## src/rtl/fsg_pkg.sv

```systemverilog
`timescale 1ns/1ps
package fsg_pkg;
  // mode codes (values are part of the interface)
  localparam logic [2:0] MODE_READ      = 3'd0;
  localparam logic [2:0] MODE_PROG      = 3'd1;
  localparam logic [2:0] MODE_ERASE     = 3'd2;
  localparam logic [2:0] MODE_SUSP      = 3'd3;
  localparam logic [2:0] MODE_SUSP_PROG = 3'd4;

  // status bit positions decoded by host polling software
  localparam int POS_POLL   = 7;
  localparam int POS_TGL_A  = 6;
  localparam int POS_LIMIT  = 5;
  localparam int POS_ERMARK = 3;
  localparam int POS_TGL_B  = 2;
endpackage

```

## src/rtl/fsg_read_edge.sv

```systemverilog
`timescale 1ns/1ps
module fsg_read_edge (
  input  logic clk,
  input  logic rst,
  input  logic strobe_i,
  output logic rise_o
);
  logic strobe_q;

  always_ff @(posedge clk) begin
    if (rst) strobe_q <= 1'b0;
    else     strobe_q <= strobe_i;
  end

  assign rise_o = strobe_i & ~strobe_q;
endmodule

```

## src/rtl/fsg_toggle_bit.sv

```systemverilog
`timescale 1ns/1ps
module fsg_toggle_bit (
  input  logic clk,
  input  logic rst,
  input  logic step_i,
  output logic state_o
);
  always_ff @(posedge clk) begin
    if (rst)         state_o <= 1'b0;
    else if (step_i) state_o <= ~state_o;
  end
endmodule

```

## src/rtl/fsg_status_mux.sv

```systemverilog
`timescale 1ns/1ps
module fsg_status_mux #(
  parameter int DATA_W = 8
) (
  input  logic [2:0]        mode_i,
  input  logic              sel_i,
  input  logic              prog_bit_i,
  input  logic              limit_i,
  input  logic [DATA_W-1:0] array_i,
  input  logic              tgl_a_i,
  input  logic              tgl_b_i,
  output logic [DATA_W-1:0] byte_o,
  output logic              busy_o,
  output logic              step_a_o,
  output logic              step_b_o
);
  import fsg_pkg::*;

  always_comb begin
    byte_o   = '0;
    busy_o   = 1'b0;
    step_a_o = 1'b0;
    step_b_o = 1'b0;
    case (mode_i)
      MODE_PROG, MODE_SUSP_PROG: begin
        busy_o             = 1'b1;
        step_a_o           = 1'b1;
        byte_o[POS_POLL]   = ~prog_bit_i;
        byte_o[POS_TGL_A]  = tgl_a_i;
        byte_o[POS_LIMIT]  = limit_i;
        byte_o[POS_TGL_B]  = tgl_b_i;
      end
      MODE_ERASE: begin
        busy_o             = 1'b1;
        step_a_o           = 1'b1;
        step_b_o           = sel_i;
        byte_o[POS_TGL_A]  = tgl_a_i;
        byte_o[POS_LIMIT]  = limit_i;
        byte_o[POS_ERMARK] = 1'b1;
        byte_o[POS_TGL_B]  = tgl_b_i;
      end
      MODE_SUSP: begin
        if (sel_i) begin
          step_b_o          = 1'b1;
          byte_o[POS_POLL]  = 1'b1;
          byte_o[POS_TGL_A] = tgl_a_i;
          byte_o[POS_TGL_B] = tgl_b_i;
        end else begin
          byte_o = array_i;
        end
      end
      default: byte_o = array_i;
    endcase
  end
endmodule

```

## src/rtl/flash_status_gen.sv

```systemverilog
`timescale 1ns/1ps
module flash_status_gen #(
  parameter int DATA_W = 8
) (
  input  logic              clk,
  input  logic              rst,
  input  logic [2:0]        mode_i,
  input  logic              rd_i,
  input  logic              sector_sel_i,
  input  logic              prog_bit7_i,
  input  logic              timeout_i,
  input  logic [DATA_W-1:0] array_data_i,
  output logic [DATA_W-1:0] rdata_o,
  output logic              ready_o
);
  localparam int N_TGL = 2;

  logic              rd_rise;
  logic [DATA_W-1:0] next_byte;
  logic              busy;
  logic [N_TGL-1:0]  tgl_state;
  logic [N_TGL-1:0]  tgl_en;

  fsg_read_edge u_edge (
    .clk      (clk),
    .rst      (rst),
    .strobe_i (rd_i),
    .rise_o   (rd_rise)
  );

  for (genvar g = 0; g < N_TGL; g++) begin : g_tgl
    fsg_toggle_bit u_tgl (
      .clk     (clk),
      .rst     (rst),
      .step_i  (rd_rise & tgl_en[g]),
      .state_o (tgl_state[g])
    );
  end

  fsg_status_mux #(.DATA_W(DATA_W)) u_mux (
    .mode_i     (mode_i),
    .sel_i      (sector_sel_i),
    .prog_bit_i (prog_bit7_i),
    .limit_i    (timeout_i),
    .array_i    (array_data_i),
    .tgl_a_i    (tgl_state[0]),
    .tgl_b_i    (tgl_state[1]),
    .byte_o     (next_byte),
    .busy_o     (busy),
    .step_a_o   (tgl_en[0]),
    .step_b_o   (tgl_en[1])
  );

  always_ff @(posedge clk) begin
    if (rst) begin
      rdata_o <= '0;
      ready_o <= 1'b1;
    end else begin
      ready_o <= ~busy;
      if (rd_rise) rdata_o <= next_byte;
    end
  end
endmodule

```

## config.mk

```make
export PLATFORM = sky130hd
export DESIGN_NAME = flash_status_gen
export DESIGN_NICKNAME = d
export VERILOG_FILES = /design/src/rtl/fsg_pkg.sv /design/src/rtl/fsg_read_edge.sv /design/src/rtl/fsg_toggle_bit.sv /design/src/rtl/fsg_status_mux.sv /design/src/rtl/flash_status_gen.sv
export SDC_FILE = /design/constraint.sdc
export NUM_CORES = 1
export LEC_CHECK = 0
export ABC_AREA = 0
export ABC_CLOCK_PERIOD_IN_PS = 1300
export BUFFER_PORTS_ARGS = -buffer_cell sky130_fd_sc_hd__buf_2
export CAP_MARGIN = 20
export CORE_AREA = 2 2 40 42
export CTS_CLUSTER_SIZE = 24
export DETAILED_ROUTE_END_ITERATION = 6
export DIE_AREA = 0 0 42 44
export PLACE_DENSITY = 0.77
export SLEW_MARGIN = 20
export SYNTH_ARGS = -nofsm -noshare
export SYNTH_HDL_FRONTEND = slang
export SYNTH_SLANG_ARGS = --single-unit
```

## constraint.sdc

```tcl
create_clock -name clk -period 1.3 [get_ports clk]
set_clock_uncertainty 0.1 [all_clocks]
set_input_delay 0 -clock clk [delete_from_list [all_inputs] [get_ports clk]]
set_output_delay 0 -clock clk [all_outputs]
set_load 0.05 [all_outputs]
```

Word level (Yosys, flattened, before mapping)
Cells that the tools add are included.
- reduce and logical (&&, ||, !) cells: 2
- bitwise logic cells: 8
- multiplexer cells: 13
- equal/unequal tests: 4
- operator list (operator ; number):
    $pmux W2 S2 ; 2
    $eq A3 B2 Y1 const B ; 2
    $pmux W1 S2 ; 3
    $pmux W1 S3 ; 2
    $not A1 Y1 ; 5
    $mux W2 ; 2
    $and A1 B1 Y1 ; 3
    $eq A3 B1 Y1 const B ; 1
    $eq A3 B3 Y1 const B ; 1
    $mux W1 ; 3
    $mux W3 ; 1
    $reduce_or A3 Y1 ; 1
    $reduce_or A2 Y1 ; 1
- register bits after elaboration: 12
- word-level logic and storage cells: 32
- input port bits: 17
- output and inout port bits: 9

Longest topological paths before layout
- depth in word-level cells: 4
- mapped depth: 5
- gate-level depth less buffers: 4

Modules after synthesis
Synthesis repeated with hierarchy kept, for this count alone.
- cells, all modules: 72
- area total of the unflattened synthesis: 668.1 um2
- by module, submodules not included (module ; area each (um2) ; cells an instance ; instances ; sequential area each (um2)):
    flash_status_gen ; 327.8 ; 30 ; 1 ; 180.2
    fsg_status_mux ; 227.7 ; 33 ; 1 ; 0.0
    fsg_toggle_bit ; 32.5 ; 3 ; 2 ; 20.0
    fsg_read_edge ; 47.5 ; 3 ; 1 ; 20.0

Least setup slack after synthesis
Ideal clock, no wire load.
- path kind: register to register
- start point: reg u_edge.strobe_q
- end point: reg rdata_o[5]
- arrival: 1061 ps
- cell stages (with the launch flop): 5
- setup slack: 65 ps
- clock period less this slack: 1235 ps
- buffers on the path: 1
- library setup time: 74 ps
- cells stage by stage: dfxtp_1 nor2b_1 clkbuf_1 o2111ai_1 a31oi_1
- word-level cells in the longest chain between the ends: 2
- ends and longest elaborated chain (item ; RTL line ; text):
    start: declaration ; fsg_read_edge.sv:8 ; logic strobe_q;
    start signal: assignment ; fsg_read_edge.sv:12 ; else strobe_q <= strobe_i;
    $not A1 Y1 ; fsg_read_edge.sv:15 ; assign rise_o = strobe_i & ~strobe_q;
    $and A1 B1 Y1 ; fsg_read_edge.sv:15 ;
    end signal: assignment ; flash_status_gen.sv:60 ; if (rd_rise) rdata_o <= next_byte;
    end: declaration ; flash_status_gen.sv:13 ; output logic [DATA_W-1:0] rdata_o,
Every way passes these cells.
A chain may end at the register's enable or synchronous reset.

Worst setup path after layout
- start point: in rd_i
- end point: reg u_edge.strobe_q
- RTL lines (item ; RTL line ; text):
    start: declaration ; flash_status_gen.sv:8 ; input logic rd_i,
No word-level cell between the ends.

==> reports/summary.txt <==
Footprint of the multi-input gates = 300 sq um
Gate power share = 0.282
Share of cells above drive strength 1 = 0.337
Final Max Tran Viols = 0
Antenna-violating nets left = 0
# fillers = 129
# nets final = 117
H-tree depth = 1
Slowest CP cell = dlygate4sd3_1
Slew margin rel. = 0.721
Crit path launch type = primary input
TritonCTS buffer count = 3
Synth warn = 0
Worst-path clk slew = 0.07 ns
Total global-route track usage = 0.156
Worst skew pair latency = 0.27 ns
NetSw = 272 uW
Flop pwr share = 0.461
Worst setup path class = in -> reg
I/O pin total = 26
Final core occ = 0.602
Critical Path Fanout Max = 3
HP Class = in -> reg
Seq cells post-synth = 12
Fmax = 832 MHz
Cell Int Power = 602 uW
First-pass GRT wire length = 2060 um
Row count = 14
Ant. Diodes = 0
Wire per inst = 11.3 um
Vias in the first global route = 516
Mapped Area = 561 sq um
Core Area = 1420 sq um
Syn Nets = 79
Top-area cell type share of the netlist area = 0.429
Synth Instances = 62
Highest routing layer actually used = met4
Commonest non-fill, non-tap cell in the layout = buf_2
Largest net degree at the start of global routing = 15
Reg area = 240 sq um
Final period util = 0.924
Overflow after GRT = 0
Max-cap violations = 0
Die Ht = 44 um
Status = complete, no violations
DRT Wirelength = 1290 um
Pwr/cell area = 1020 nW/um^2
Slowest cell delay on critical path = 0.58 ns
Most frequent cells in the layout = buf_2, dfxtp_1, dlygate4sd3_1
Worst path bufs/invs = 2
# DRC = 0
Sw frac = 0.311
DP Worst Slack = 0.00880 ns
Worst Tran Pin Value = 0.416 ns
Initial Util = 0.395
TNS Setup = 0 ns
Leading area contributor after synthesis = dfxtp_1
# clock sinks = 12
CP top delay family = buffers and inverters
Final Power = 874 uW
DR vias/cell = 5.01
Chip width = 42 um
DIE AREA = 1850 sq um
Hold Vio Cnt, Final = 0
Met3 wire length = 94 um
PnR worst setup slack = 0.0982 ns
Final GP Congestion = 0.738
CTS tree = built
Most used cell along the critical path = dlygate4sd3_1
IO Port Bufs = 25
Fin crit period = 1.20 ns
RSZ-0062 raised after global routing = no
Distinct cells, synth = 26
Leakage = 0.374 nW
Cells along the critical path = dlygate4sd3_1, nor2b_1, dlygate4sd3_1
Syn_area_per_cell = 9.04 sq um
Critical Path RT = 1.36 ns
Seq/Total Area, Yosys = 0.429
Maximum vdd drop = 0.000619 V
Critical path arrival = 1.26 ns
Final setup viols = 0
Routed length on met1 = 562 um
DR iter-0 viols = 7
Vias = 571
Met2 wire length = 591 um
Clock share of power = 0.256
Crit end category = flop
Largest cells by area after synthesis = dfxtp_1, xor2_1, a211oi_1
Synth-to-layout area growth = 52.5%
Clk root buf = clkbuf_4
First drt pass iteration count = 4
Max Buffers Root-to-Sink = 2
Initial antenna violation count = 0
-- cell type report --
type                    instances  share of cell area
flip-flops and latches         12               0.281
repair buffers                 38               0.318
clock buffers                   3              0.0264
multi-input cells              45               0.351
well taps                      16              0.0234
-- stage by stage --
stage | area, sq um | cells | hold WS (ns)
floorplan | 561 | 62 | -0.0284
CTS | 828 | 114 | 0.0407
detailed placement | 686 | 99 | 0.157
finish | 855 | 114 | 0.0346
global route | 855 | 114 | 0.0632
global placement | 686 | 99 | 0.144
-- worst register-to-register path, delay by kind of cell (launching register included) --
family,cells,cell delay [ns]
compound gates,1,0.10
simple gates,2,0.18
buf+inv,1,0.13
flops,1,0.33
xor+xnor,1,0.19
-- synthesized netlist by cell type (all sizes together) --
cell type,instances
dfxtp,12
nor2,6
nand2,5
a21oi,4
nand3,4
a211oi,3
clkbuf,3
xor2,3
buf,2
mux2i,2
nand4b,2
nor2b,2
nor3,2
o211ai,2
o21ai,2
a31oi,1
nand2b,1
nor3b,1
o2111ai,1
o311ai,1
or2,1
or3,1
xnor2,1
-- final timing paths --
check,from,endpoint,slack (ns),cells after the start
worst max register to register,u_edge.strobe_q,g_tgl[0].u_tgl.state_o,0.14,5
worst max-delay path,rd_i,u_edge.strobe_q,0.1,3
worst min register to register,rdata_o[4],rdata_o[4],0.35,2
worst min-delay path,prog_bit7_i,rdata_o[7],0.03,4
-- layer usage --
metal  up-vias  global-route usage
met3         5              0.0375
met5         -                   0
met2        28               0.231
met1       245               0.188
li1        293                   -
met4         0               0.135
-- cells by family after synthesis --
group	share of synthesized area
buf+inv	0.0491
simple gates	0.237
flops	0.429
xor+xnor	0.0625
compound gates	0.187
mux	0.0357
-- power groups by stage --
stage	Clock, mW	Sequential, mW	Combinational [mW]
after floorplan	0	0.475	0.0882
after global placement	0	0.410	0.203
after detailed placement	0	0.411	0.207
after CTS	0.230	0.403	0.235
after global routing	0.245	0.406	0.265
final	0.224	0.403	0.247
-- timing repair --
item                                    in CTS  in global routing
setup buffers                                0                  1
endpoints found under the setup margin       0                  3
resized for setup                            0                  3
endpoints found under the hold margin       12                  0
hold buffers                                12                  0
-- flip-flops by register name (all words and copies together) (netlist names) --
name                 count
ready_o                  1
rdata_o                  8
g_tgl.u_tgl.state_o      2
u_edge.strobe_q          1
Note: power is estimated with default switching activity, not from simulation.
